<file path="src/rtl/sgi_pkg.sv">
package sgi_pkg;
  localparam int unsigned BEAT_BYTES = 8;

  typedef enum logic [2:0] {
    ST_IDLE, ST_FETCH, ST_DECODE, ST_READ, ST_WRITE, ST_DONE
  } sgi_state_e;

  // bytes consumed by one beat given the bytes left in the segment
  function automatic logic [31:0] beat_take(input logic [31:0] left);
    return (left >= 32'(BEAT_BYTES)) ? 32'(BEAT_BYTES) : left;
  endfunction

  // low-contiguous byte enables covering the bytes left (1..8)
  function automatic logic [7:0] beat_be(input logic [31:0] left);
    if (left >= 32'(BEAT_BYTES)) return 8'hFF;
    return 8'hFF >> (4'd8 - left[3:0]);
  endfunction
endpackage

</file>
<file path="src/rtl/sgi_regs.sv">
module sgi_regs #(
  parameter int SIZE_W = 9
) (
  input  logic              clk,
  input  logic              rst_n,
  input  logic              wr,
  input  logic [1:0]        addr,
  input  logic [31:0]       wdata,
  input  logic              busy,
  input  logic              job_end,
  output logic [31:0]       rdata,
  output logic [63:0]       base,
  output logic [SIZE_W-1:0] start_size,
  output logic              start,
  output logic              done
);
  logic [31:0]       base_lo_q, base_hi_q;
  logic [SIZE_W-1:0] size_q;
  logic              clr_done;

  assign start      = wr && (addr == 2'd2) && wdata[31] && !busy;
  assign start_size = wdata[SIZE_W-1:0];
  assign base       = {base_hi_q, base_lo_q};
  assign clr_done   = wr && (addr == 2'd3) && wdata[0];

  always_ff @(posedge clk) begin
    if (!rst_n) begin
      base_lo_q <= '0;
      base_hi_q <= '0;
      size_q    <= '0;
      done      <= 1'b0;
    end else begin
      if (wr) begin
        case (addr)
          2'd0:    base_lo_q <= wdata;
          2'd1:    base_hi_q <= wdata;
          2'd2:    size_q    <= wdata[SIZE_W-1:0];
          default: ;
        endcase
      end
      if (job_end)       done <= 1'b1;
      else if (clr_done) done <= 1'b0;
    end
  end

  always_comb begin
    case (addr)
      2'd0:    rdata = base_lo_q;
      2'd1:    rdata = base_hi_q;
      2'd2:    rdata = 32'(size_q);
      default: rdata = {31'd0, done};
    endcase
  end
endmodule

</file>
<file path="src/rtl/sgi_beat.sv">
module sgi_beat
  import sgi_pkg::*;
(
  input  logic [31:0] seg_left,
  input  logic [63:0] rd_word,
  output logic [63:0] wr_word,
  output logic [7:0]  be,
  output logic [31:0] take,
  output logic        last
);
  assign wr_word = ~rd_word;
  assign be      = beat_be(seg_left);
  assign take    = beat_take(seg_left);
  assign last    = (seg_left == take);
endmodule

</file>
<file path="src/rtl/sgi_walker.sv">
module sgi_walker
  import sgi_pkg::*;
#(
  parameter int SIZE_W      = 9,
  parameter int ENTRY_BYTES = 16
) (
  input  logic              clk,
  input  logic              rst_n,
  input  logic              start,
  input  logic [63:0]       base,
  input  logic [SIZE_W-1:0] start_size,
  output logic              mem_req,
  output logic              mem_we,
  output logic [63:0]       mem_addr,
  output logic [63:0]       mem_wdata,
  output logic [7:0]        mem_be,
  input  logic              mem_rsp,
  input  logic [63:0]       mem_rdata,
  output logic              busy,
  output logic              job_end
);
  localparam logic [63:0] ENT_STEP = 64'(ENTRY_BYTES);
  localparam logic [63:0] HALF_OFF = 64'(ENTRY_BYTES / 2);

  sgi_state_e        state;
  logic              half;
  logic [63:0]       tbl_ptr, ent_addr, ent_hi, seg_ptr, data_q;
  logic [SIZE_W-1:0] tbl_left;
  logic [31:0]       seg_left, take;
  logic [31:0]       ent_len;
  logic              ent_chain, ent_end, seg_last;
  logic [63:0]       inv_word;
  logic [7:0]        beat_en;

  sgi_beat u_beat (
    .seg_left (seg_left),
    .rd_word  (data_q),
    .wr_word  (inv_word),
    .be       (beat_en),
    .take     (take),
    .last     (seg_last)
  );

  assign ent_len   = ent_hi[31:0];
  assign ent_chain = ent_hi[32];
  assign ent_end   = (ent_addr == 64'd0) && (ent_len == 32'd0);

  assign busy      = (state != ST_IDLE);
  assign job_end   = (state == ST_DONE);
  assign mem_req   = (state == ST_FETCH) || (state == ST_READ) || (state == ST_WRITE);
  assign mem_we    = (state == ST_WRITE);
  assign mem_addr  = (state == ST_FETCH) ? (tbl_ptr + (half ? HALF_OFF : 64'd0)) : seg_ptr;
  assign mem_wdata = inv_word;
  assign mem_be    = (state == ST_WRITE) ? beat_en : 8'hFF;

  always_ff @(posedge clk) begin
    if (!rst_n) begin
      state    <= ST_IDLE;
      half     <= 1'b0;
      tbl_ptr  <= '0;
      tbl_left <= '0;
      ent_addr <= '0;
      ent_hi   <= '0;
      seg_ptr  <= '0;
      seg_left <= '0;
      data_q   <= '0;
    end else begin
      case (state)
        ST_IDLE: if (start) begin
          tbl_ptr  <= base;
          tbl_left <= start_size;
          half     <= 1'b0;
          state    <= (start_size == '0) ? ST_DONE : ST_FETCH;
        end
        ST_FETCH: if (mem_rsp) begin
          if (!half) begin
            ent_addr <= mem_rdata;
            half     <= 1'b1;
          end else begin
            ent_hi   <= mem_rdata;
            half     <= 1'b0;
            state    <= ST_DECODE;
          end
        end
        ST_DECODE: begin
          if (ent_end) begin
            state <= ST_DONE;
          end else if (ent_chain) begin
            tbl_ptr  <= ent_addr;
            tbl_left <= ent_len[SIZE_W-1:0];
            state    <= (ent_len == 32'd0) ? ST_DONE : ST_FETCH;
          end else begin
            tbl_ptr  <= tbl_ptr + ENT_STEP;
            tbl_left <= tbl_left - 1'b1;
            if (ent_len == 32'd0) begin
              state <= (tbl_left == SIZE_W'(1)) ? ST_DONE : ST_FETCH;
            end else begin
              seg_ptr  <= ent_addr;
              seg_left <= ent_len;
              state    <= ST_READ;
            end
          end
        end
        ST_READ: if (mem_rsp) begin
          data_q <= mem_rdata;
          state  <= ST_WRITE;
        end
        ST_WRITE: if (mem_rsp) begin
          seg_ptr  <= seg_ptr + 64'(BEAT_BYTES);
          seg_left <= seg_left - take;
          if (seg_last) state <= (tbl_left == '0) ? ST_DONE : ST_FETCH;
          else          state <= ST_READ;
        end
        default: state <= ST_IDLE;
      endcase
    end
  end
endmodule

</file>
<file path="src/rtl/sg_invert_dma.sv">
module sg_invert_dma #(
  parameter int TBL_MAX     = 256,
  parameter int ENTRY_BYTES = 16
) (
  input  logic        clk,
  input  logic        rst_n,
  input  logic        reg_wr,
  input  logic [1:0]  reg_addr,
  input  logic [31:0] reg_wdata,
  output logic [31:0] reg_rdata,
  output logic        mem_req,
  output logic        mem_we,
  output logic [63:0] mem_addr,
  output logic [63:0] mem_wdata,
  output logic [7:0]  mem_be,
  input  logic        mem_rsp,
  input  logic [63:0] mem_rdata
);
  localparam int SIZE_W = $clog2(TBL_MAX + 1);

  logic              busy_w, job_end_w, start_w, done_w;
  logic [63:0]       base_w;
  logic [SIZE_W-1:0] size_w;

  sgi_regs #(.SIZE_W(SIZE_W)) u_regs (
    .clk        (clk),
    .rst_n      (rst_n),
    .wr         (reg_wr),
    .addr       (reg_addr),
    .wdata      (reg_wdata),
    .busy       (busy_w),
    .job_end    (job_end_w),
    .rdata      (reg_rdata),
    .base       (base_w),
    .start_size (size_w),
    .start      (start_w),
    .done       (done_w)
  );

  sgi_walker #(.SIZE_W(SIZE_W), .ENTRY_BYTES(ENTRY_BYTES)) u_walker (
    .clk        (clk),
    .rst_n      (rst_n),
    .start      (start_w),
    .base       (base_w),
    .start_size (size_w),
    .mem_req    (mem_req),
    .mem_we     (mem_we),
    .mem_addr   (mem_addr),
    .mem_wdata  (mem_wdata),
    .mem_be     (mem_be),
    .mem_rsp    (mem_rsp),
    .mem_rdata  (mem_rdata),
    .busy       (busy_w),
    .job_end    (job_end_w)
  );
endmodule

</file>
<file path="config.mk">
export PLATFORM = sky130hd
export DESIGN_NAME = sg_invert_dma
export DESIGN_NICKNAME = d
export VERILOG_FILES = /design/src/rtl/sgi_pkg.sv /design/src/rtl/sgi_regs.sv /design/src/rtl/sgi_beat.sv /design/src/rtl/sgi_walker.sv /design/src/rtl/sg_invert_dma.sv
export SDC_FILE = /design/constraint.sdc
export NUM_CORES = 1
export LEC_CHECK = 0
export BUFFER_PORTS_ARGS = -buffer_cell sky130_fd_sc_hd__buf_4
export CAP_MARGIN = 20
export CELL_PAD_IN_SITES_DETAIL_PLACEMENT = 0
export CELL_PAD_IN_SITES_GLOBAL_PLACEMENT = 1
export CORE_MARGIN = 10
export CORE_UTILIZATION = 39
export CTS_BUF_LIST = sky130_fd_sc_hd__clkbuf_4
export CTS_CLUSTER_SIZE = 24
export DETAILED_ROUTE_END_ITERATION = 6
export PLACE_DENSITY_LB_ADDON = 0.1
export SLEW_MARGIN = 5
export SYNTH_ARGS = -nofsm -noshare
export SYNTH_HDL_FRONTEND = slang
export SYNTH_SLANG_ARGS = --single-unit
</file>
<file path="constraint.sdc">
create_clock -name clk -period 5.1 [get_ports clk]
set_clock_uncertainty 0.05 [all_clocks]
set_input_delay 0.51 -clock clk [delete_from_list [all_inputs] [get_ports clk]]
set_output_delay 0.51 -clock clk [all_outputs]
set_load 0.005 [all_outputs]
</file>
* Word-level counts from Yosys, hierarchy flattened
Index checks and enable logic that the tools add are counted.
** Word-level totals
- Bits in registers :: 408
- Bits of input ports :: 102
- Output and inout bits :: 170
- Word-level logic and storage cells :: 117
** Operators by class
- Add/subtract/negate cells :: 6
- Magnitude comparators :: 1
- Equal/unequal tests :: 18
- Shift operators :: 1
- Mux-type cells :: 46
- Bitwise logic cells :: 2
- Reductions and logical operators :: 30
** Operator list (count)
- $mux 64 :: 8
- $pmux 64 s2 :: 2
- $mux 32 :: 5
- $pmux 32 s3 :: 1
- $add 64x4->64 const B :: 1
- $add 64x5->64 const B :: 1
- $add 64x64->64 :: 1
- $logic_not 64->1 :: 1
- $not 64->64 :: 1
- $pmux 32 s2 :: 1
- $mux 3 :: 13
- $eq 32x32->1 :: 1
- $ge 32x4->1 const B :: 1
- $logic_not 32->1 :: 1
- $sub 32x32->32 :: 1
- $mux 9 :: 3
- $mux 8 :: 3
- $logic_not 9->1 :: 2
- $pmux 9 s2 :: 1
- $pmux 3 s5 :: 1
- $ne 2x2->1 const B :: 6
- $reduce_and 3->1 :: 4
- $reduce_and 5->1 :: 2
- $eq 9x1->1 const B :: 1
- other kinds (21) :: 42

* Logic depth before layout (Yosys ltp)
- Word-level depth :: 6
- Depth in mapped cells :: 13
- Depth with buffers taken out :: 11

* Modules after synthesis
A second synthesis with hierarchy kept.
** Unflattened totals
- Cells, all modules :: 3375
- Area, all modules :: 24942.7 µm²
** Modules (own cells, without submodules)
- sgi_walker :: instances 1, cells each 2884, area each 20772.4 µm², sequential area each 6686.4 µm²
- sgi_regs :: instances 1, cells each 363, area each 3478.3 µm², sequential area each 1481.4 µm²
- sgi_beat :: instances 1, cells each 128, area each 691.9 µm², sequential area each 0.0 µm²

* Worst setup path after synthesis
No wires, ideal clock.
- Path type :: flip-flop to output port
- Start :: register u_walker.tbl_ptr[4]
- End :: output mem_addr[54]
- Arrival :: 2.353 ns
- Required time :: 4.540 ns
- Slack :: 2.187 ns
- Stages on the path, launching flop included :: 9
- Path buffers :: 1
- Cell sequence :: dfxtp_1 ha_1 nand3_1 or4_4 nor3_4 buf_2 nand3_1 xor2_1 a21oi_1
** On the way
- Cells in the longest elaborated chain, start to end :: 2
** RTL lines
- from (decl) :: line sgi_walker.sv:27 : logic [63:0] tbl_ptr, ent_addr, ent_hi, seg_ptr, data_q;
- from (signal assigned) :: line sgi_walker.sv:70 : tbl_ptr <= base;
- from (signal assigned) :: line sgi_walker.sv:89 : tbl_ptr <= ent_addr;
- from (signal assigned) :: line sgi_walker.sv:93 : tbl_ptr <= tbl_ptr + ENT_STEP;
- $add 64x64->64 :: line sgi_walker.sv:52 : assign mem_addr = (state == ST_FETCH) ? (tbl_ptr + (half ? HALF_OFF : 64'd0)) : seg_ptr;
- $mux 64 :: line sgi_walker.sv:52
- to (decl) :: line sg_invert_dma.sv:13 : output logic [63:0] mem_addr,
No other way between the ends.

* Worst setup path after layout
- Start :: register u_walker.half
- End :: output mem_addr[28]
** On the way
- Cells in the longest elaborated chain, start to end :: 3
** RTL lines
- from (decl) :: line sgi_walker.sv:26 : logic half;
- from (signal assigned) :: line sgi_walker.sv:59 : half <= 1'b0;
- from (signal assigned) :: line sgi_walker.sv:72 : half <= 1'b0;
- from (signal assigned) :: line sgi_walker.sv:78 : half <= 1'b1;
- $mux 4 :: line sgi_walker.sv:52
- $add 64x64->64 :: line sgi_walker.sv:52
- $mux 64 :: line sgi_walker.sv:52
No other way between the ends.

==> metrics.md <==
| Metric | Value |
|---|---|
| IO Pins | 272 |
| Share of total power in combinational logic | 8.5% |
| Synth unique cells | 85 |
| EDFF count, synth | 0 |
| Critical Path Source Type | flop |
| R2R depth | 12 |
| Setup Fix Bufs, Post-CTS | 0 |
| Post-Route WL | ~110000 um |
| Post-Synthesis Cells | 3185 |
| Die width | around 260 um |
| Reg2reg end | u_walker.seg_left[28] |
| Worst slew pin tran | 1.10 ns |
| Crit-path cells | ha_1, buf_4, inv_1, or4_1, nor3_1, nor2_1, a31oi_1, mux2_2, buf_4 |
| DR vias | 25900 |
| Routability cong. | 0.970 |
| Antenna violations before repair | 7 |
| DR WL/cell | 25.8 um |
| Clock power share | ~45% |
| P_sw | 0.00203 W |
| Synth area leader | dfxtp_1 |
| Tot GR Track Use | 31.6% |
| # Max-Cap Violations | 0 |
| Fill cells | 6000 |
| Setup crit end kind | output pin |
| Hold/Removal Path Class | input pin to flop |
| Crit-path most repeated cell | buf_4 |
| R2r setup slk | 1.61 ns |
| Clock buffer count from CTS | 118 |
| Worst skew pair latency | ~0.95 ns |
| Min cycle time layout | 4.93 ns |
| Crit-path max cell delay | slightly below 0.8 ns |
| Max Fclk | 0.203 GHz |
| Clock transition at path regs | about 0.060 ns |
| #FFs+latches synth | about 410 |
| Max-Slew Margin vs Limit | between 20% and 30% |
| TritonRoute pass-1 iters | 7 |
| Port buffer count | 271 |
| Routed Antenna Nets | 0 |
| Nets@finish | 3573 |
| Post-route setup TNS | 0 ns |
| Vias in the first global route | 24700 |
| CTS tree | done |
| Period utilisation layout | 96.7% |
| Syn. warnings | 0 |
| Total power | 0.00709 W |
| Crit path max-delay cell type | nor3_1 |
| GRT overflow | 0 |
| Crit path to | mem_addr[28] |
| Top cells by area, synth | dfxtp_1 (36%), nand2_1 (11%), a21oi_1 (9.6%) |
| Top cell type's share of synthesized area | approximately 36% |
| Seq pwr share | 46.5% |
| Max-slew violation count | 0 |
| R2r startpoint | u_walker.seg_left[10] |
| Die height | between 200 and 300 um |
| Clock Sinks | 408 |
| Post-synth ARST share | 0% |
| Crit path max fanout | 20 |
| CP Launch Point | u_walker.half |
| Status | complete, but fails checks |
| Internal | 0.00507 W |
| Fin. Hold Viols | 0 |
| Top FF cell, synth | dfxtp_1 |
| Sw Share | ~29% |
| First-pass GRT wire length | between 150000 and 200000 um |
| Die Area | between 60000 and 70000 um^2 |
| Leak Pwr | 9.71 nW |
| Core Region | 57700 um^2 |
| Mapped Nets | ~3300 |
| Worst path required time | 4.54 ns |
| Mapped Avg Cell Area | 7.13 um^2 |
| Failing checks | DRC |
| Seq/Total Area, Yosys | 36.0% |
| HPWL after detailed placement | between 70000 and 80000 um |
| Register Area | 8170 um^2 |
| 1st-iter DRT viols | 2577 |
| Area occupied by multi-input gates | ~13000 um^2 |
| Synthesized area | 22700 um^2 |
| # rows | approximately 90 |
| Critical Path AT | 4.37 ns |
| Layout cell share with drive strength beyond 1 | around 17% |
| Root Buffer | clkbuf_4 |
| Clock buffer depth | 3 |
| P&R area growth vs syn | 21.9% |
| Initial Util | around 40% |
| VDD IR max | 0.202 mV |
| RSZ-0062 raised after global routing | false |
| H-tree depth | 3 |
| DR DRC count | 1 |
| PwrDens | roughly 260 nW/um^2 |
| Largest net degree at the start of global routing | 121 |
| Final setup fails | 0 |
| Critical path class | flop to output pin |
| Vias/cell | 6.00 |
==> through the flow <==
step                      hold slack [ns]  setup slack [ns]  util [%]  cells  instance area, um^2
after floorplan                     0.379              2.19         -   3185                22700
after detailed placement            0.396              1.22      43.6   4006                25200
after global routing                0.148            0.0494      48.0   4320                27700
after global placement              0.389              1.23      43.6   4006                25200
after CTS                          0.0934             0.214      47.9   4318                27700
final                               0.116             0.171      48.0   4320                27700
==> critical path, delay by kind of cell (launching register included) <==
kind	cells	cell delay, ns
flops	1	0.47
simple gates	3	1.49
buf+inv	3	0.70
mux	1	0.21
fa+ha+maj	1	0.31
compound gates	1	0.27
==> worst min-delay path by stage <==
stage,start,endpoint,slack [ns],depth (start not counted)
3_5_place_dp,u_walker.seg_ptr[1],u_walker.seg_ptr[1],0.40,2
4_1_cts,reg_addr[1],u_regs.done,0.09,4
5_1_grt,reg_addr[1],u_regs.done,0.15,4
2_1_floorplan,u_regs.done,u_regs.done,0.38,2
3_3_place_gp,u_walker.seg_ptr[0],u_walker.seg_ptr[0],0.39,2
6_report,reg_addr[1],u_regs.done,0.12,4
==> Yosys cell counts (27+ instances only) <==
library cell  number
a21oi_1          437
a31oi_1           27
and3_1            53
buf_2             34
clkbuf_1         216
dfxtp_1          408
inv_1             84
mux2i_1           41
nand2_1          664
nand3_1          119
nand4_1           61
nor2_1           229
nor3_1            68
nor4_1            57
o21ai_0          171
xnor2_1           31
xor2_1            31
==> power by group through the flow <==
stage | Sequential, W | Clock (W) | Combinational (W)
floorplan | 0.00332 | 0 | 0.000281
detailed placement | 0.00337 | 0 | 0.000539
CTS | 0.00330 | 0.00325 | 0.000602
finish | 0.00330 | 0.00319 | 0.000606
global route | 0.00330 | 0.00344 | 0.000652
global placement | 0.00337 | 0 | 0.000537
==> layer usage <==
layer  vias up  track usage [%]  wire length, um
li1      12000                -                -
met1     12400             38.5            44100
met2      1203             49.8            50300
met3       305             7.50             9380
met4         2             19.8             7710
met5         -                0               19
==> placed cells by master, fill, tap and decap left out, types with 23 or more instances in the layout <==
| master | instances |
|---|---|
| clkinv_1 | 25 |
| nor3_1 | 68 |
| xor2_1 | 31 |
| o211ai_1 | 23 |
| and3_1 | 52 |
| nand2_1 | 663 |
| o21ai_0 | 171 |
| xnor2_1 | 31 |
| nand3_1 | 118 |
| dlygate4sd3_1 | 99 |
| nor4_1 | 56 |
| a31oi_1 | 27 |
| nor2_1 | 228 |
| buf_4 | 320 |
| dfxtp_1 | 407 |
| mux2i_1 | 41 |
| a21oi_1 | 436 |
| o31ai_1 | 26 |
| inv_1 | 82 |
| clkbuf_4 | 178 |
| nand4_1 | 61 |
==> final cells by class <==
cell class	instances	area share (%)
Multi-Input combinational cell	2424	47.7
Sequential cell	408	29.5
Timing Repair Buffer	425	12.7
Clock buffer	178	4.83
Tap cell	765	3.46
Inverter	84	1.17
Clock inverter	35	0.651
Antenna cell	1	0.00904
==> timing repair <==
action                     in CTS  in global routing
resized for setup               0                  1
setup endpoints to repair       0                  1
hold endpoints to repair      260                  0
hold buffers                   99                  0
==> registers in the layout, summed over array words and instances (netlist names) <==
| signal | flops |
|---|---|
| u_regs.size_q | 9 |
| u_walker.seg_left | 32 |
| u_walker.tbl_left | 9 |
| u_walker.seg_ptr | 64 |
| u_walker.half | 1 |
| u_walker.tbl_ptr | 64 |
| u_walker.data_q | 64 |
| u_regs.done | 1 |
| u_regs.base_lo_q | 32 |
| u_walker.ent_addr | 64 |
| u_walker.state | 3 |
| u_regs.base_hi_q | 32 |
| u_walker.ent_hi | 33 |
==> logic make-up (layout without fill, tap and decap cells) <==
kind of cell,after synthesis,in the layout,share of synthesized area [%]
buffers and inverters,353,722,6.13
adder cells (fa/ha/maj),10,10,0.551
multiplexers,50,50,2.30
AO/OA/AOI/OAI,911,911,24.3
AND/OR/NAND/NOR,1390,1390,28.4
other,1,2,0.0165
flip-flops,408,408,36.0
XOR/XNOR,62,62,2.39
(Power assumes the default switching activity.)
